File: config.mk
export PLATFORM = sky130hd
export DESIGN_NAME = serTxTop
export DESIGN_NICKNAME = d
export VERILOG_FILES = /design/src/rtl/serTxPkg.sv /design/src/rtl/serTxCtrl.sv /design/src/rtl/serTxData.sv /design/src/rtl/serTxTop.sv
export SDC_FILE = /design/constraint.sdc
export NUM_CORES = 1
export LEC_CHECK = 0
export BUFFER_PORTS_ARGS = -buffer_cell sky130_fd_sc_hd__buf_2
export CORE_AREA = 2 2 54 56
export CTS_CLUSTER_DIAMETER = 30
export DETAILED_ROUTE_END_ITERATION = 10
export DIE_AREA = 0 0 56 58
export GPL_TIMING_DRIVEN = 0
export PLACE_DENSITY_LB_ADDON = 0.12
export SLEW_MARGIN = 20
export SYNTH_ARGS = -nofsm -noshare
export SYNTH_HDL_FRONTEND = slang
export SYNTH_SLANG_ARGS = --single-unit
File: constraint.sdc
create_clock -name clk -period 5.1 [get_ports clk]
set_input_delay 0.255 -clock clk [delete_from_list [all_inputs] [get_ports clk]]
set_output_delay 0.255 -clock clk [all_outputs]
set_load 0.005 [all_outputs]
File: src/rtl/serTxPkg.sv
package serTxPkg;
  typedef enum logic {ST_IDLE = 1'b0, ST_SHIFT = 1'b1} txState_t;

  typedef struct packed {
    logic load;       // move holding register into shift register
    logic shift;      // advance to the next serial bit
    logic syncFrame;  // frame shape for load
    logic parityOn;   // add parity bit on load
    logic clear;      // transmitter disabled
  } txStrobe_t;
endpackage

File: src/rtl/serTxCtrl.sv
module serTxCtrl
  import serTxPkg::*;
#(
  parameter int DATA_W = 8,
  localparam int FRAME_W = DATA_W + 3,
  localparam int CNT_W = $clog2(FRAME_W)
) (
  input  logic       clk,
  input  logic       rstN,
  input  logic       bitTick,
  input  logic       txEnable,
  input  logic       syncMode,
  input  logic       parityEn,
  input  logic       anyErr,
  input  logic       dataEmpty,
  output txStrobe_t  strobe,
  output logic       busy,
  output logic       sclk
);
  localparam logic [CNT_W-1:0] LAST_PAR   = CNT_W'(FRAME_W - 1);
  localparam logic [CNT_W-1:0] LAST_NOPAR = CNT_W'(FRAME_W - 2);
  localparam logic [CNT_W-1:0] LAST_SYNC  = CNT_W'(DATA_W - 1);

  txState_t         state;
  logic [CNT_W-1:0] bitCnt;
  logic             phase;
  logic             sclkQ;
  logic             canStart;
  logic             frameEnd;
  logic [CNT_W-1:0] lastAsync;

  assign canStart  = txEnable && !dataEmpty && !(syncMode && anyErr);
  assign lastAsync = parityEn ? LAST_PAR : LAST_NOPAR;

  always_comb begin
    frameEnd = 1'b0;
    strobe   = '0;
    strobe.syncFrame = syncMode;
    strobe.parityOn  = parityEn;
    strobe.clear     = !txEnable;
    if (txEnable && bitTick) begin
      if (state == ST_IDLE) begin
        strobe.load = canStart;
      end else if (syncMode) begin
        if (phase) begin
          if (bitCnt == LAST_SYNC) frameEnd = 1'b1;
          else strobe.shift = 1'b1;
        end
      end else begin
        if (bitCnt == lastAsync) frameEnd = 1'b1;
        else strobe.shift = 1'b1;
      end
      if (frameEnd) strobe.load = canStart;
    end
  end

  always_ff @(posedge clk or negedge rstN) begin
    if (!rstN) begin
      state  <= ST_IDLE;
      bitCnt <= '0;
      phase  <= 1'b0;
      sclkQ  <= 1'b1;
    end else if (!txEnable) begin
      state  <= ST_IDLE;
      bitCnt <= '0;
      phase  <= 1'b0;
      sclkQ  <= 1'b1;
    end else if (strobe.load) begin
      state  <= ST_SHIFT;
      bitCnt <= '0;
      phase  <= 1'b0;
      sclkQ  <= !syncMode;
    end else if (frameEnd) begin
      state  <= ST_IDLE;
      bitCnt <= '0;
      phase  <= 1'b0;
      sclkQ  <= 1'b1;
    end else if (bitTick && state == ST_SHIFT) begin
      if (syncMode) begin
        if (!phase) begin
          phase <= 1'b1;
          sclkQ <= 1'b1;
        end else begin
          phase  <= 1'b0;
          sclkQ  <= 1'b0;
          bitCnt <= bitCnt + 1'b1;
        end
      end else begin
        bitCnt <= bitCnt + 1'b1;
      end
    end
  end

  assign busy = (state == ST_SHIFT);
  assign sclk = sclkQ;

  AST_SCLK_IDLE_HIGH: assert property (@(posedge clk) disable iff (!rstN)
    !busy |-> sclk) else $error("sclk low while idle");
  AST_SYNC_ERR_BLOCKS: assert property (@(posedge clk) disable iff (!rstN)
    (!busy && syncMode && anyErr) |=> !busy) else $error("sync frame started with error");
  AST_DISABLE_RESETS: assert property (@(posedge clk) disable iff (!rstN)
    !txEnable |=> (!busy && sclk)) else $error("disable did not reset");
  AST_ASYNC_SCLK_HIGH: assert property (@(posedge clk) disable iff (!rstN)
    (!syncMode && $stable(syncMode)) |=> sclk) else $error("sclk moved in async mode");
endmodule

File: src/rtl/serTxData.sv
module serTxData
  import serTxPkg::*;
#(
  parameter int DATA_W = 8,
  localparam int FRAME_W = DATA_W + 3
) (
  input  logic              clk,
  input  logic              rstN,
  input  txStrobe_t         strobe,
  input  logic              wrStrobe,
  input  logic [DATA_W-1:0] wrData,
  output logic              dataEmpty,
  output logic              serBit
);
  logic [DATA_W-1:0]  holdReg;
  logic [FRAME_W-1:0] shiftReg;
  logic               emptyQ;
  logic               wrOk;
  logic [FRAME_W-1:0] asyncImage;
  logic [FRAME_W-1:0] syncImage;

  assign wrOk       = wrStrobe && !strobe.clear;
  assign asyncImage = {1'b1, (strobe.parityOn ? ^holdReg : 1'b1), holdReg, 1'b0};
  assign syncImage  = {3'b111, holdReg};

  always_ff @(posedge clk or negedge rstN) begin
    if (!rstN) begin
      holdReg <= '0;
      emptyQ  <= 1'b1;
    end else begin
      if (wrOk) holdReg <= wrData;
      if (strobe.clear)    emptyQ <= 1'b1;
      else if (wrOk)       emptyQ <= 1'b0;
      else if (strobe.load) emptyQ <= 1'b1;
    end
  end

  always_ff @(posedge clk or negedge rstN) begin
    if (!rstN) begin
      shiftReg <= '1;
    end else if (strobe.clear) begin
      shiftReg <= '1;
    end else if (strobe.load) begin
      shiftReg <= strobe.syncFrame ? syncImage : asyncImage;
    end else if (strobe.shift) begin
      shiftReg <= {1'b1, shiftReg[FRAME_W-1:1]};
    end
  end

  assign dataEmpty = emptyQ;
  assign serBit    = shiftReg[0];

  AST_LOAD_NEEDS_DATA: assert property (@(posedge clk) disable iff (!rstN)
    strobe.load |-> !dataEmpty) else $error("load with empty holding register");
  AST_EMPTY_ON_LOAD: assert property (@(posedge clk) disable iff (!rstN)
    (strobe.load && !wrStrobe) |=> dataEmpty) else $error("empty not set on load");
  AST_WRITE_FILLS: assert property (@(posedge clk) disable iff (!rstN)
    (wrStrobe && !strobe.clear) |=> !dataEmpty) else $error("write did not clear empty");
  AST_DISABLED_WRITE_IGNORED: assert property (@(posedge clk) disable iff (!rstN)
    strobe.clear |=> dataEmpty) else $error("empty low after disabled cycle");
endmodule

File: src/rtl/serTxTop.sv
module serTxTop
  import serTxPkg::*;
#(
  parameter int DATA_W = 8
) (
  input  logic              clk,
  input  logic              rstN,
  input  logic              bitTick,
  input  logic              txEnable,
  input  logic              syncMode,
  input  logic              parityEn,
  input  logic              wrStrobe,
  input  logic [DATA_W-1:0] wrData,
  input  logic              errOverrun,
  input  logic              errFraming,
  input  logic              errParity,
  input  logic              portLevel,
  input  logic              portSelect,
  output logic              txd,
  output logic              sclk,
  output logic              dataEmpty
);
  txStrobe_t strobe;
  logic      busy;
  logic      serBit;
  logic      anyErr;

  assign anyErr = errOverrun | errFraming | errParity;

  serTxCtrl #(.DATA_W(DATA_W)) uCtrl (
    .clk(clk), .rstN(rstN), .bitTick(bitTick), .txEnable(txEnable),
    .syncMode(syncMode), .parityEn(parityEn), .anyErr(anyErr),
    .dataEmpty(dataEmpty), .strobe(strobe), .busy(busy), .sclk(sclk)
  );

  serTxData #(.DATA_W(DATA_W)) uData (
    .clk(clk), .rstN(rstN), .strobe(strobe), .wrStrobe(wrStrobe),
    .wrData(wrData), .dataEmpty(dataEmpty), .serBit(serBit)
  );

  always_comb begin
    if (!txEnable)  txd = portSelect ? portLevel : 1'b1;
    else if (busy)  txd = serBit;
    else            txd = 1'b1;
  end

  AST_OVERRIDE_LINE: assert property (@(posedge clk) disable iff (!rstN)
    (!txEnable && !portSelect) |-> txd) else $error("line not at mark while disabled");
  AST_IDLE_MARK: assert property (@(posedge clk) disable iff (!rstN)
    (txEnable && !busy) |-> txd) else $error("idle line not at mark");
endmodule

; Yosys cells after proc, flatten, opt, wreduce, memory -nomap -nowiden
; Index checks and enable logic that the tools add are counted.
; Widths: inputs -> output; s select.
[word_totals]
reg_bits = 27
inputBits = 20
elab_cells = 75
[op_classes]
n_reduce_logical = 12
n_eq_ne = 8
muxes = 45
bitwise_logic = 2
n_addsub = 1
[op_table]
columns = operator, count
row1 = $mux 1, 33
row2 = $mux 11, 3
row3 = $mux 4, 6
row4 = $mux 10, 1
row5 = $ne 3x1->1 const B, 3
row6 = $ne 4x1->1 const B, 2
row7 = $reduce_xor 8->1, 1
row8 = $logic_and 1x1->1, 6
row9 = $ne 5x2->1 const B, 1
row10 = $add 4x1->4 const B, 1
row11 = $eq 4x3->1 const B, 1
row12 = $eq 4x4->1, 1
row13 = $mux 2, 2
row14 = $reduce_and 2->1, 2
row15 = $logic_not 1->1, 3
row16 = $or 1x1->1, 2

; Logic depth before layout (Yosys ltp)
[logic_depth]
word_depth = 11
depth_mapped = 7
mapped_depth_nobuf = 6

; By module
; From an unflattened synthesis, not the netlist that was laid out.
[hier_totals]
cells_unflattened = 156
area_unflattened_um2 = 1570.3
[by_module_without_submodules]
columns = mod, cells_each, seq_area_each_um2, n_inst, area_per_inst_um2
row1 = serTxData, 89, 489.2, 1, 1006.0
row2 = serTxCtrl, 63, 176.4, 1, 540.5
row3 = serTxTop, 4, 0.0, 1, 23.8

; Least setup slack after synthesis
; OpenSTA, ideal clock, no wires.
[synth_timing]
path_kind = reg2reg
startpoint = reg uCtrl.bitCnt[1]
endpoint = reg uData.shiftReg[5]
arrival_time_ns = 1.725
path_stages_with_launch = 8
synth_period_minus_slack_ns = 1.807
path_buffers = 2
path_slack_ns = 3.293
setup_ns = 0.082
required_time_ns = 5.018
path_cell_list = dfrtp_1 -> and3b_1 -> o211ai_2 -> or3b_1 -> buf_6 -> buf_12 -> mux2i_1 -> a22oi_1
[synth_between]
elab_chain_cells = 10
elab_cells_between_ends = 18
cone_classes = eq/ne: 3 / mux: 15
[synth_rtl]
columns = item, line
row1 = "start, declared", serTxCtrl.sv:25  ; logic [CNT_W-1:0] bitCnt;
row2 = "start signal, assigned", serTxCtrl.sv:86  ; bitCnt <= bitCnt + 1'b1;
row3 = "start signal, assigned", serTxCtrl.sv:89  ; bitCnt <= bitCnt + 1'b1;
row4 = $eq 4x3->1, serTxCtrl.sv:46  ; if (bitCnt == LAST_SYNC) frameEnd = 1'b1;
row5 = $mux 1, serTxCtrl.sv:46
row6 = $mux 1, serTxCtrl.sv:45  ; if (phase) begin
row7 = $mux 1, serTxCtrl.sv:44  ; end else if (syncMode) begin
row8 = $mux 1, serTxCtrl.sv:42  ; if (state == ST_IDLE) begin
row9 = $mux 1, serTxCtrl.sv:41  ; if (txEnable && bitTick) begin
row10 = $mux 1, serTxCtrl.sv:53  ; if (frameEnd) strobe.load = canStart;
row11 = $mux 2 (*), serTxCtrl.sv:41
row12 = $mux 11, serTxData.sv:43  ; end else if (strobe.load) begin
row13 = $mux 11, serTxData.sv:41  ; end else if (strobe.clear) begin
row14 = "end signal, assigned", serTxData.sv:44  ; shiftReg <= strobe.syncFrame ? syncImage : asyncImage;
row15 = "end signal, assigned", serTxData.sv:46  ; shiftReg <= {1'b1, shiftReg[FRAME_W-1:1]};
row16 = "end, declared", serTxData.sv:16  ; logic [FRAME_W-1:0] shiftReg;
; Mark *: on every way between the ends. The rest lies on a longest branch, timed or not. The select of a mux whose other input is x is not followed.
; A chain may end at the register's enable or synchronous reset.

; Worst setup path after layout
; Ends and elaborated chain as after synthesis.

==> key figures <==
Placed design
  – Total instance count after detailed placement: 193
  – Setup WS pre-CTS: 3.15 ns
  – Hpwl dp: 2.17 mm
  – Placed cell areas: 1670 sq um
  – Gp weighted congestion: 0.876
  – Buffers added on ports: 22

Die
  – Die Span Y: 58 microns
  – Core area: 2660 sq um
  – Die area: 3250 sq um
  – I/O pin count: 23
  – Std-Cell Rows: 19
  – Starting density of the core: 57.0%
  – Die outline width: 56 microns

Synth
  – Ys Warns: 0
  – Post-synthesis net count: 161
  – Post-synthesis async set-or-reset flop share: 100%
  – Synth Instances: 140
  – Share of synthesized area occupied by flip-flops and latches: 43.9%
  – Unique masters post-synth: 46
  – Most used flip-flop cell after synthesis: sky130_fd_sc_hd__dfrtp_1
  – Number of enable flip-flop cells after synthesis: 0
  – Synthesized area per cell: 10.8 sq um
  – Combined area of all synthesized cells: 1520 sq um
  – Post-synthesis register bit count: 26

CTS
  – Clock Root Buffer: sky130_fd_sc_hd__clkbuf_4
  – Source-to-sink clock delay at the later pin of the worst-skew pair: 0.32 ns
  – Total number of clock tree sinks: 26
  – Clock buffer count from CTS: 3
  – Depth of the CTS H-tree: 1
  – Clock transition at path regs: 0.14 ns
  – Maximum buffer depth of the clock tree: 2
  – TritonCTS clock tree: built

Routing
  – DRC violations left: 0
  – Total Wirelength: 2.88 mm
  – Via-to-Cell Ratio: 5.67
  – Detail-routed net length per standard cell: 14.6 microns
  – Detailed-routing iteration count for the pre-antenna-repair pass: 4
  – Via count: 1122
  – Number of antenna-violating nets in the routed design: 0
  – First DRT Iteration DRCs: 27

Power and ir drop
  – Fraction of power spent switching nets: 24.7%
  – Clock network fraction of design power: 30.4%
  – Switching pwr: 0.115 mW
  – Cell Int Power: 0.350 mW
  – Power share of the sequential group: 51.1%
  – Fraction of power consumed by combinational cells: 18.5%
  – Worst vdd rail ir drop: 0.000247 V
  – Power density cells: 269 nW/um^2
  – Leakage power summed over all cells: 0.779 nW

Final layout
  – Most common library cell in the layout ignoring fill and taps: sky130_fd_sc_hd__buf_2
  – Final core area utilization: 64.9%
  – Leading cell types in the layout, fill and taps excluded: sky130_fd_sc_hd__buf_2, sky130_fd_sc_hd__dfrtp_1, sky130_fd_sc_hd__mux2i_1, sky130_fd_sc_hd__dfstp_2, sky130_fd_sc_hd__nand2_1
  – Proportion of layout cells with a drive suffix above 1: 36.5%
  – NumNets Final: 189
  – Fin area: 1730 sq um
  – Area growth, synth to finish: 13.9%
  – Count of antenna diodes in the layout: 0
  – Count of non-filler cells in the finished layout: 198

Critical path
  – Arrival time of the worst setup path: 2.22 ns
  – Cell Chain, Critical Path: and3b_1, o211ai_2, or3b_1, buf_6, buf_12, mux2i_1, a22oi_1
  – Kind of end point of the critical path: flip-flop
  – Required time of the critical path: 5.35 ns
  – Slowest cell on the critical path: sky130_fd_sc_hd__dfrtp_1
  – Kind of start point of the critical path: flip-flop
  – Setup slack, reg-to-reg: 3.13 ns
  – Worst r2r src: uCtrl.bitCnt[1]
  – Reg2Reg Capture Point: uData.shiftReg[5]
  – Critical-path maximum fanout: 10
  – Stage delay of the slowest cell on the critical path: 0.45 ns
  – Kind of critical path: reg2reg
  – Worst Reg-to-Reg Cells: 7

Min path
  – Class of the worst hold path: in2reg
  – Source of the worst hold timing path: wrStrobe
  – Hold EP: uData.dataEmpty
  – Hold-critical path depth: 2

Timing
  – Min Clock Period, post-route: 1.97 ns
  – Total count of hold-check failures in the final report: 0
  – Maximum frequency from static timing analysis: 508 MHz
  – Final TNS setup: 0 ns
  – Final Worst Setup Slack: 3.13 ns
  – Final cycle utilization of the critical path: 38.6%
  – Max Clock Skew: 0.00614 ns
  – Relative slew slack: 60.8%
  – Setup repair after global routing missed its margin: no
  – Final setup violation count: 0
  – Count of final max-slew check failures: 0
  – Worst Max-Slew Pin Slew: 0.588 ns

Global route
  – Largest net degree at the start of global routing: 27
  – Via count of the first global-routing pass: 1156
  – Overall overflow remaining after global route: 0
  – First-pass GRT wire length: 5.05 mm
  – Combined global-route utilization of all metal layers: 19.7%
  – Initial antenna violation count: 0

Job
  – Max Cap Violations: 0

Run status
  – Status: complete, no violations
[how the worst max path moves through the flow]
| stage | startpoint | endpoint | slack (ns) | depth (start not counted) |
|---|---|---|---|---|
| after global placement | uCtrl.bitCnt[1] | uData.shiftReg[7] | 3.20 | 7 |
| final | uCtrl.bitCnt[1] | uData.shiftReg[5] | 3.13 | 7 |
| after CTS | uCtrl.bitCnt[1] | uData.shiftReg[7] | 3.12 | 7 |
| after global routing | uCtrl.bitCnt[1] | uCtrl.bitCnt[3] | 3.01 | 7 |
| after detailed placement | uCtrl.bitCnt[1] | uData.shiftReg[7] | 3.15 | 7 |
| after floorplan | uCtrl.bitCnt[1] | uData.shiftReg[5] | 3.29 | 7 |
[sequential cells by signal, indices dropped and copies added, names as in the netlist]
| register | count |
|---|---|
| uData.holdReg | 8 |
| uCtrl.phase | 1 |
| uCtrl.busy | 1 |
| uData.shiftReg | 10 |
| uCtrl.bitCnt | 4 |
| uData.dataEmpty | 1 |
| uCtrl.sclk | 1 |
[power by group through the flow]
stage               combinational (mW)  clock (mW)  sequential, mW
global route                    0.0964       0.155           0.241
CTS                             0.0872       0.146           0.238
global placement                0.0830           0           0.241
detailed placement              0.0864           0           0.242
floorplan                       0.0622           0           0.238
finish                          0.0860       0.141           0.238
[Yosys cell counts (2+ instances only)]
| cell | n | area [sq um] |
|---|---|---|
| sky130_fd_sc_hd__nand3_1 | 3 | 15.0 |
| sky130_fd_sc_hd__a22oi_1 | 6 | 45.0 |
| sky130_fd_sc_hd__nand3b_1 | 2 | 15.0 |
| sky130_fd_sc_hd__nor3_1 | 2 | 10.0 |
| sky130_fd_sc_hd__dfrtp_1 | 14 | 350 |
| sky130_fd_sc_hd__dfstp_2 | 12 | 315 |
| sky130_fd_sc_hd__o22ai_1 | 3 | 18.8 |
| sky130_fd_sc_hd__nor2_1 | 6 | 22.5 |
| sky130_fd_sc_hd__nand2_1 | 11 | 41.3 |
| sky130_fd_sc_hd__o211ai_1 | 3 | 22.5 |
| sky130_fd_sc_hd__buf_6 | 2 | 22.5 |
| sky130_fd_sc_hd__and2_1 | 3 | 18.8 |
| sky130_fd_sc_hd__clkbuf_1 | 2 | 7.51 |
| sky130_fd_sc_hd__o21ai_0 | 4 | 20.0 |
| sky130_fd_sc_hd__xnor2_1 | 7 | 61.3 |
| sky130_fd_sc_hd__a21oi_1 | 4 | 20.0 |
| sky130_fd_sc_hd__mux2_2 | 9 | 101 |
| sky130_fd_sc_hd__inv_1 | 7 | 26.3 |
| sky130_fd_sc_hd__mux2i_1 | 13 | 130 |
[routing by layer]
metal | share of wire, % | vias to the layer above | GRT usage, %
li1 | - | 555 | -
met1 | 43 | 531 | 24.7
met2 | 51 | 30 | 34.3
met3 | 4.8 | 6 | 2.90
met4 | 1.7 | 0 | 8.16
met5 | 0 | - | 0
[final cells by class]
cell class	count	area, sq um
timing repair buffer	23	120
clock buffer	3	22.5
multi-input combinational	100	757
sequential	26	666
inverter	7	26.3
buffer	7	68.8
tap	31	38.8
fill	231	933
clock inverter	1	30.0
[metrics by stage]
step                      hold slack, ns  power (mW)
after CTS                         0.0650       0.472
after floorplan                  -0.0406       0.301
after global placement             0.274       0.324
final                             0.0796       0.465
after global routing              0.0562       0.492
after detailed placement           0.285       0.328
[critical path: cells and delay by family, from the launching register on]
kind                   cells  cell delay [ns]
buffers and inverters      2             0.30
muxes                      1             0.11
AOI/OAI and AO/OA          2             0.42
DFF                        1             0.45
and+or+nand+nor            2             0.63
[kinds of logic after synthesis]
| kind of cell | synth area share, % |
|---|---|
| AO/OA/AOI/OAI | 15.0 |
| XOR/XNOR | 4.04 |
| adder cells (fa/ha/maj) | 0.824 |
| buffers and inverters | 6.27 |
| flip-flops | 43.9 |
| multiplexers | 15.3 |
| AND/OR/NAND/NOR | 14.8 |
[repair_timing]
action / in CTS / in global routing
hold endpoints to repair: 14 / 0
resized for setup: 0 / 0
buffers inserted: 0 / 0
hold buffers: 1 / 0
Power figures use the tool's default switching activity.
